### src/rtl/tsi_pkg.sv
package tsi_pkg;

    typedef enum logic [1:0] {
        MODE_CONNECT  = 2'd0,
        MODE_MESSAGE  = 2'd1,
        MODE_HIGH     = 2'd2,
        MODE_TRISTATE = 2'd3
    } slot_mode_e;

    typedef enum logic [1:0] {
        ST_SEARCH = 2'd0,
        ST_FILL0  = 2'd1,
        ST_FILL1  = 2'd2,
        ST_RUN    = 2'd3
    } frame_state_e;

    localparam int BANKS = 3;

    function automatic logic [1:0] next_bank(input logic [1:0] b);
        return (b == 2'd2) ? 2'd0 : b + 2'd1;
    endfunction

endpackage

### src/rtl/tsi_frame_ctrl.sv
module tsi_frame_ctrl
    import tsi_pkg::*;
#(
    parameter int FRAME_BITS = 64,
    localparam int PW = $clog2(FRAME_BITS)
) (
    input  logic          clk,
    input  logic          rst_n,
    input  logic          frame_pulse,
    output logic [PW-1:0] cur_pos,
    output logic          boundary,
    output logic          in_frame,
    output logic          running,
    output logic [1:0]    wr_bank,
    output logic [1:0]    rd_bank
);

    localparam logic [PW-1:0] LAST_POS = PW'(FRAME_BITS - 1);

    frame_state_e  state_q, state_d;
    logic [PW-1:0] pos_q;
    logic [1:0]    bank_q;
    logic          wrap;

    assign wrap = frame_pulse || (pos_q == LAST_POS);

    always_comb begin
        state_d  = state_q;
        boundary = 1'b0;
        unique case (state_q)
            ST_SEARCH: if (frame_pulse) begin
                state_d  = ST_FILL0;
                boundary = 1'b1;
            end
            ST_FILL0: if (wrap) begin
                state_d  = ST_FILL1;
                boundary = 1'b1;
            end
            ST_FILL1: if (wrap) begin
                state_d  = ST_RUN;
                boundary = 1'b1;
            end
            ST_RUN: if (wrap) begin
                boundary = 1'b1;
            end
        endcase
    end

    always_ff @(posedge clk) begin
        if (!rst_n) state_q <= ST_SEARCH;
        else        state_q <= state_d;
    end

    always_comb begin
        if (state_q == ST_SEARCH || boundary) cur_pos = '0;
        else                                  cur_pos = PW'(pos_q + 1'b1);
        if (state_q == ST_SEARCH) wr_bank = 2'd0;
        else if (boundary)        wr_bank = next_bank(bank_q);
        else                      wr_bank = bank_q;
        rd_bank  = next_bank(wr_bank);
        in_frame = (state_d != ST_SEARCH);
        running  = (state_d == ST_RUN);
    end

    always_ff @(posedge clk) begin
        if (!rst_n) begin
            pos_q  <= '0;
            bank_q <= 2'd0;
        end else begin
            pos_q  <= cur_pos;
            bank_q <= wr_bank;
        end
    end

endmodule

### src/rtl/tsi_data_mem.sv
module tsi_data_mem
    import tsi_pkg::*;
#(
    parameter int NUM_STREAMS  = 4,
    parameter int NUM_CHANNELS = 8,
    localparam int SW = $clog2(NUM_STREAMS),
    localparam int CW = $clog2(NUM_CHANNELS),
    localparam int PW = CW + 3
) (
    input  logic                            clk,
    input  logic                            in_frame,
    input  logic [PW-1:0]                   cur_pos,
    input  logic [1:0]                      wr_bank,
    input  logic [1:0]                      rd_bank,
    input  logic [NUM_STREAMS-1:0]          ser_in,
    input  logic [NUM_STREAMS-1:0][SW-1:0]  rd_stream,
    input  logic [NUM_STREAMS-1:0][CW-1:0]  rd_chan,
    output logic [NUM_STREAMS-1:0][7:0]     rd_byte
);

    logic [7:0] mem [BANKS][NUM_STREAMS][NUM_CHANNELS];
    logic [6:0] shreg [NUM_STREAMS];
    logic [CW-1:0] wr_chan;
    logic          byte_done;

    assign wr_chan   = cur_pos[PW-1:3];
    assign byte_done = in_frame && (cur_pos[2:0] == 3'd7);

    always_ff @(posedge clk) begin
        for (int s = 0; s < NUM_STREAMS; s++) begin
            shreg[s] <= {shreg[s][5:0], ser_in[s]};
            if (byte_done) mem[wr_bank][s][wr_chan] <= {shreg[s], ser_in[s]};
        end
    end

    always_comb begin
        for (int s = 0; s < NUM_STREAMS; s++) begin
            rd_byte[s] = mem[rd_bank][rd_stream[s]][rd_chan[s]];
        end
    end

endmodule

### src/rtl/tsi_conn_mem.sv
module tsi_conn_mem #(
    parameter int NUM_STREAMS  = 4,
    parameter int NUM_CHANNELS = 8,
    parameter int EW           = 10,
    localparam int SW = $clog2(NUM_STREAMS),
    localparam int CW = $clog2(NUM_CHANNELS),
    localparam int AW = SW + CW,
    localparam int NE = NUM_STREAMS * NUM_CHANNELS
) (
    input  logic                            clk,
    input  logic                            rst_n,
    input  logic                            boundary,
    input  logic [CW-1:0]                   cur_chan,
    input  logic                            host_we,
    input  logic [AW-1:0]                   host_addr,
    input  logic [EW-1:0]                   host_wdata,
    output logic [EW-1:0]                   host_rdata,
    output logic [NUM_STREAMS-1:0][EW-1:0]  entry_out
);

    logic [EW-1:0] pending [NE];
    logic [EW-1:0] active  [NE];

    always_ff @(posedge clk) begin
        if (!rst_n) begin
            for (int i = 0; i < NE; i++) begin
                pending[i] <= '0;
                active[i]  <= '0;
            end
            host_rdata <= '0;
        end else begin
            if (boundary) begin
                for (int i = 0; i < NE; i++) active[i] <= pending[i];
            end
            if (host_we) pending[host_addr] <= host_wdata;
            host_rdata <= pending[host_addr];
        end
    end

    always_comb begin
        for (int s = 0; s < NUM_STREAMS; s++) begin
            entry_out[s] = boundary ? pending[{SW'(s), cur_chan}]
                                    : active[{SW'(s), cur_chan}];
        end
    end

endmodule

### src/rtl/tsi_out_stage.sv
module tsi_out_stage
    import tsi_pkg::*;
#(
    parameter int NUM_STREAMS  = 4,
    parameter int NUM_CHANNELS = 8,
    parameter int EW           = 10,
    localparam int SW = $clog2(NUM_STREAMS),
    localparam int CW = $clog2(NUM_CHANNELS)
) (
    input  logic                            clk,
    input  logic                            rst_n,
    input  logic                            running,
    input  logic [2:0]                      bit_idx,
    input  logic [NUM_STREAMS-1:0][EW-1:0]  entry,
    input  logic [NUM_STREAMS-1:0][7:0]     rd_byte,
    output logic [NUM_STREAMS-1:0][SW-1:0]  src_stream,
    output logic [NUM_STREAMS-1:0][CW-1:0]  src_chan,
    output logic [NUM_STREAMS-1:0]          ser_out,
    output logic [NUM_STREAMS-1:0]          ser_oe
);

    slot_mode_e             mode [NUM_STREAMS];
    logic [NUM_STREAMS-1:0] out_d, oe_d;
    logic [2:0]             sel;

    assign sel = 3'd7 - bit_idx;

    always_comb begin
        for (int s = 0; s < NUM_STREAMS; s++) begin
            mode[s]       = slot_mode_e'(entry[s][EW-1 -: 2]);
            src_stream[s] = entry[s][CW +: SW];
            src_chan[s]   = entry[s][0 +: CW];
            out_d[s]      = 1'b1;
            oe_d[s]       = 1'b0;
            if (running) begin
                unique case (mode[s])
                    MODE_CONNECT: begin
                        out_d[s] = rd_byte[s][sel];
                        oe_d[s]  = 1'b1;
                    end
                    MODE_MESSAGE: begin
                        out_d[s] = entry[s][sel];
                        oe_d[s]  = 1'b1;
                    end
                    MODE_HIGH: begin
                        out_d[s] = 1'b1;
                        oe_d[s]  = 1'b1;
                    end
                    MODE_TRISTATE: begin
                        out_d[s] = 1'b1;
                        oe_d[s]  = 1'b0;
                    end
                endcase
            end
        end
    end

    always_ff @(posedge clk) begin
        if (!rst_n) begin
            ser_out <= '1;
            ser_oe  <= '0;
        end else begin
            ser_out <= out_d;
            ser_oe  <= oe_d;
        end
    end

endmodule

### src/rtl/tsi_switch.sv
module tsi_switch
    import tsi_pkg::*;
#(
    parameter int NUM_STREAMS  = 4,
    parameter int NUM_CHANNELS = 8,
    localparam int SW   = $clog2(NUM_STREAMS),
    localparam int CW   = $clog2(NUM_CHANNELS),
    localparam int AW   = SW + CW,
    localparam int PAYW = (AW > 8) ? AW : 8,
    localparam int EW   = PAYW + 2
) (
    input  logic                   clk,
    input  logic                   rst_n,
    input  logic                   frame_pulse,
    input  logic [NUM_STREAMS-1:0] ser_in,
    output logic [NUM_STREAMS-1:0] ser_out,
    output logic [NUM_STREAMS-1:0] ser_oe,
    input  logic                   host_we,
    input  logic [AW-1:0]          host_addr,
    input  logic [EW-1:0]          host_wdata,
    output logic [EW-1:0]          host_rdata
);

    localparam int FRAME_BITS = NUM_CHANNELS * 8;
    localparam int PW         = CW + 3;

    logic [PW-1:0]                  cur_pos;
    logic                           boundary, in_frame, running;
    logic [1:0]                     wr_bank, rd_bank;
    logic [NUM_STREAMS-1:0][EW-1:0] entry;
    logic [NUM_STREAMS-1:0][SW-1:0] src_stream;
    logic [NUM_STREAMS-1:0][CW-1:0] src_chan;
    logic [NUM_STREAMS-1:0][7:0]    rd_byte;

    tsi_frame_ctrl #(.FRAME_BITS(FRAME_BITS)) u_ctrl (
        .clk         (clk),
        .rst_n       (rst_n),
        .frame_pulse (frame_pulse),
        .cur_pos     (cur_pos),
        .boundary    (boundary),
        .in_frame    (in_frame),
        .running     (running),
        .wr_bank     (wr_bank),
        .rd_bank     (rd_bank)
    );

    tsi_data_mem #(.NUM_STREAMS(NUM_STREAMS), .NUM_CHANNELS(NUM_CHANNELS)) u_dmem (
        .clk       (clk),
        .in_frame  (in_frame),
        .cur_pos   (cur_pos),
        .wr_bank   (wr_bank),
        .rd_bank   (rd_bank),
        .ser_in    (ser_in),
        .rd_stream (src_stream),
        .rd_chan   (src_chan),
        .rd_byte   (rd_byte)
    );

    tsi_conn_mem #(.NUM_STREAMS(NUM_STREAMS), .NUM_CHANNELS(NUM_CHANNELS), .EW(EW)) u_cmem (
        .clk        (clk),
        .rst_n      (rst_n),
        .boundary   (boundary),
        .cur_chan   (cur_pos[PW-1:3]),
        .host_we    (host_we),
        .host_addr  (host_addr),
        .host_wdata (host_wdata),
        .host_rdata (host_rdata),
        .entry_out  (entry)
    );

    tsi_out_stage #(.NUM_STREAMS(NUM_STREAMS), .NUM_CHANNELS(NUM_CHANNELS), .EW(EW)) u_out (
        .clk        (clk),
        .rst_n      (rst_n),
        .running    (running),
        .bit_idx    (cur_pos[2:0]),
        .entry      (entry),
        .rd_byte    (rd_byte),
        .src_stream (src_stream),
        .src_chan   (src_chan),
        .ser_out    (ser_out),
        .ser_oe     (ser_oe)
    );

endmodule

### config.mk
export PLATFORM = sky130hd
export DESIGN_NAME = tsi_switch
export DESIGN_NICKNAME = d
export VERILOG_FILES = /design/src/rtl/tsi_pkg.sv /design/src/rtl/tsi_frame_ctrl.sv /design/src/rtl/tsi_data_mem.sv /design/src/rtl/tsi_conn_mem.sv /design/src/rtl/tsi_out_stage.sv /design/src/rtl/tsi_switch.sv
export SDC_FILE = /design/constraint.sdc
export NUM_CORES = 2
export LEC_CHECK = 0
export CORE_MARGIN = 3
export CORE_UTILIZATION = 38
export DETAILED_ROUTE_END_ITERATION = 10
export HOLD_SLACK_MARGIN = 0.06
export MAX_ROUTING_LAYER = met4
export PLACE_DENSITY = 0.56
export RECOVER_POWER = 25
export SETUP_SLACK_MARGIN = 0.05
export SYNTH_ARGS = -nofsm -noshare
export SYNTH_HDL_FRONTEND = slang
export SYNTH_SLANG_ARGS = --single-unit
### constraint.sdc
create_clock -name clk -period 15.8 [get_ports clk]
set_clock_uncertainty 0.15 [all_clocks]
set_input_delay 3.16 -clock clk [delete_from_list [all_inputs] [get_ports clk]]
set_output_delay 3.16 -clock clk [all_outputs]
set_load 0.02 [all_outputs]
==> results.txt <==
----------------------------------------------------
[STA]
  Max Clock Freq ... 0.109 GHz
  Number of failing setup endpoints in the final timing report ... 0
  Setup repair after global routing missed its margin ... false
  Final period utilization ... 57.9%
  Post-Route Hold Slack ... 0.380 ns
  Slew HR ... -194%
  Summed negative setup slack over all endpoints ... 0 ns
  Final count of pins violating max slew ... 288
  Number of failing hold endpoints at the final stage ... 0
  Min cycle time layout ... 9.15 ns
  Worst Max-Slew Pin Slew ... 4.41 ns

[Clock tree]
  Clock latency on the worst-skew pair ... 0.85 ns
  Clock transition at the register clock pins on the worst setup and hold paths after CTS ... 0.06 ns
  Number of H-tree levels ... 4
  Number of sinks handled by clock tree synthesis ... 1464
  Number of buffers between clock root and the deepest sink ... 3
  Number of buffers added to fix hold violations after cts ... 0
  CTS tree ... yes
  Inserted Clock Buffers ... 161
  Root buf cell ... sky130_fd_sc_hd__clkbuf_16
  Number of setup buffers added after CTS ... 0
  Number of gates given a new drive strength after cts ... 0

[Global route]
  Global-route wire length before repair ... 395000 um
  Tot GR Track Use ... 29.8%
  Antenna violations before repair ... 14
  Vias in the first global route ... 50.1k
  Overall overflow remaining after global route ... 0
  Largest net degree at the start of global routing ... 204

[Worst setup path]
  Timing endpoint of the critical path ... u_cmem.pending[15][8]$_SDFFCE_PN0P_
  Worst reg2reg endpoint ... u_out.ser_out[1]$_SDFF_PN1_
  Reg-to-reg setup timing slack ... 8.50 ns
  Max FO, Critical Path ... 106
  Critical path class ... in -> reg
  Crit path from ... rst_n
  Critical Path AT ... 9.53 ns
  Data required, critical path ... 16.18 ns
  R2R cell count ... 18
  Kind of capture point of the worst setup path ... flip-flop
  Kind of start point of the critical path ... primary input
  Launch instance of the worst register-to-register path ... u_ctrl.pos_q[0]$_SDFF_PN0_

[Final layout]
  Layout cells sized above 1 ... 11.5%
  Net count, final ... 5841
  Area growth from synthesis to final layout ... 11.5%
  Fill cell total of the finished layout ... 17.2k
  Area used by multi-input combinational logic ... 25500 um2
  Total area of sequential cells ... 43400 um2
  Non-Filler Cell Area, Final ... 79100 um2

[Die]
  Starting density of the core ... 38.5%
  Core Box Area ... 184000 um2
  Row count ... 157
  Die outline area ... 192000 um2
  Number of placed I/O pins ... 41
  Y dimension of the die ... 438 um
  Width of the die ... 438 um

[Synthesis]
  Post-synthesis cell type count ... 112
  Post-synthesis instance total ... 5907
  EDFF count, synth ... 1408
  Part of the Yosys area used for sequential elements ... 61.2%
  Top_reg_cell synth ... sky130_fd_sc_hd__edfxtp_1
  Nets in the synthesized netlist ... 5931
  Netlist area before placement ... 70900 um2
  Count of yosys warnings during synthesis ... 0
  Yosys reg bits ... 1464
  Fraction of registers with async set/reset ... 0%
  Post-synthesis average cell area ... 12.0 um2

[Status]
  Result of the run ... finished with violations
  Failing checks ... max-capacitance violations, max-slew violations

[Pwr]
  Worst-case vdd ir drop ... 0.0899 mV
  Cell Pwr Density ... 118 nW/um2
  Leakage ... 27.1 nW

[Placement]
  Placed wire-length estimate ... 182000 um
  Buffers added on ports ... 40
  Placed cell areas ... 73900 um2
  Last weighted congestion value of the routability-driven placer ... 1.04

[Drt]
  Number of DRC markers in iteration 0 ... 7950
  Antenna-violating nets left ... 0
  Via-per-instance ratio ... 6.30
  Number of remaining DRC errors ... 0
  Routed wirelength normalized by instance count ... 33.8 um
  Total routed wirelength ... 284000 um
  Vias after detailed routing ... 53.0k
  Pre-antenna DRT Iters ... 8

[Flow run]
  Max-capacitance violation count ... 10

[Hold path]
  Hold Crit Class ... reg -> reg

----------------------------------------------------
## state kept, by name (all words and copies together), names as in the netlist
name and flops:
u_out.ser_oe 4, u_cmem.pending 320, u_dmem.shreg 28, u_ctrl.pos_q 6, u_dmem.mem 768, u_ctrl.bank_q 2
u_cmem.host_rdata 10, u_out.ser_out 4, u_cmem.active 320, u_ctrl.state_q 2
## power by group
group | total, mW | switching (mW) | internal (mW) | leakage (nW)
logic | 1.14 | 0.803 | 0.332 | 10.7
clock network | 3.73 | 1.60 | 2.12 | 2.52
registers | 4.46 | 0.0856 | 4.38 | 13.9
## critical path: stages
cell                       delay, ns
sky130_fd_sc_hd__clkbuf_1       3.01
sky130_fd_sc_hd__nand4_1        1.56
sky130_fd_sc_hd__o21ai_0        1.41
sky130_fd_sc_hd__buf_4          0.34
## kinds of logic (layout without fill, tap and decap cells)
| family | after synthesis | in the layout | share of synthesized area [%] |
|---|---|---|---|
| buffers and inverters | 499 | 539 | 3.46 |
| muxes | 340 | 340 | 6.45 |
| adders and majority gates | 1 | 1 | 0.0176 |
| DFF | 1464 | 1464 | 61.2 |
| AOI/OAI and AO/OA | 1372 | 1372 | 13.4 |
| and+or+nand+nor | 2226 | 2226 | 15.4 |
| xor gates and xnor gates | 5 | 5 | 0.136 |
| other | 0 | 10 | 0 |
## cells in the mapped netlist, drive strengths merged, types with 90 or more instances
cell type	instances	area share, %
edfxtp	1408	60
nor2	602	3.2
nand2	516	2.7
and2	477	4.2
o21ai	360	2.6
buf	280	2.3
mux2i	215	3.0
and3	214	1.9
clkbuf	211	1.1
a21oi	159	1.2
nand3	148	1.1
nor3	139	1.0
o22ai	137	1.2
o22a	108	1.3
a211oi	98	1.1
mux4	90	2.9
## worst min path at each step
stage                                   startpoint  slack [ns]  depth (start not counted)                            endpoint
4_1_cts        u_cmem.pending[18][3]$_SDFFCE_PN0P_        0.38                          1  u_cmem.active[18][3]$_SDFFCE_PN0P_
5_1_grt        u_cmem.pending[19][2]$_SDFFCE_PN0P_        0.40                          1  u_cmem.active[19][2]$_SDFFCE_PN0P_
3_5_place_dp   u_cmem.pending[28][9]$_SDFFCE_PN0P_        0.38                          1  u_cmem.active[28][9]$_SDFFCE_PN0P_
3_3_place_gp   u_cmem.pending[25][9]$_SDFFCE_PN0P_        0.37                          1  u_cmem.active[25][9]$_SDFFCE_PN0P_
2_1_floorplan  u_cmem.pending[18][0]$_SDFFCE_PN0P_        0.37                          1  u_cmem.active[18][0]$_SDFFCE_PN0P_
6_report       u_cmem.pending[19][3]$_SDFFCE_PN0P_        0.38                          1  u_cmem.active[19][3]$_SDFFCE_PN0P_
## per-layer routing
layer / GRT usage [%] / vias up / part of all wire [%] / routed length [um]
met5: - / - / 0 / 0
met2: 44.9 / 3191 / 45 / 128000
met3: 6.50 / 790 / 9.2 / 26000
li1: - / 22400 / - / -
met4: 15.6 / 0 / 6.3 / 18000
met1: 37.8 / 26700 / 39 / 112000
## layout make-up
type / count / share of cell area (%)
flip-flops and latches: 1464 / 54.9
multi-input cells: 3944 / 32.2
clock buffers: 214 / 5.65
well taps: 2464 / 3.90
repair buffers: 238 / 2.40
clock inverters: 79 / 0.899
inverters: 8 / 0.0380
diodes: 10 / 0.0316
## metrics by stage
| stage | setup slack, ns | instances | power, mW | util [%] |
|---|---|---|---|---|
| final | 6.65 | 8421 | 9.33 | 42.9 |
| after global routing | 6.36 | 8420 | 9.58 | 42.9 |
| after CTS | 7.15 | 8411 | 9.33 | 42.9 |
| after detailed placement | 6.27 | 8118 | 5.63 | 40.1 |
| after global placement | 6.38 | 8118 | 5.63 | 40.1 |
| after floorplan | 3.40 | 5907 | 5.17 | - |
## placed cells by master (no fill, tap or decap), types with 35 or more instances in the layout
cell type,instances
sky130_fd_sc_hd__edfxtp_1,1408
sky130_fd_sc_hd__nor2_1,565
sky130_fd_sc_hd__nand2_1,511
sky130_fd_sc_hd__and2_1,465
sky130_fd_sc_hd__o21ai_0,320
sky130_fd_sc_hd__mux2i_1,215
sky130_fd_sc_hd__and3_1,213
sky130_fd_sc_hd__buf_4,190
sky130_fd_sc_hd__clkbuf_16,167
sky130_fd_sc_hd__a21oi_1,152
sky130_fd_sc_hd__nand3_1,143
sky130_fd_sc_hd__nor3_1,137
sky130_fd_sc_hd__o22ai_1,136
sky130_fd_sc_hd__o22a_1,107
sky130_fd_sc_hd__a211oi_1,95
sky130_fd_sc_hd__mux4_2,90
sky130_fd_sc_hd__a31oi_1,76
sky130_fd_sc_hd__o211ai_1,67
sky130_fd_sc_hd__o221ai_1,61
sky130_fd_sc_hd__dfxtp_1,54
sky130_fd_sc_hd__clkbuf_1,42
sky130_fd_sc_hd__mux2_2,35
sky130_fd_sc_hd__clkdlybuf4s50_1,35
(Power assumes the default switching activity.)
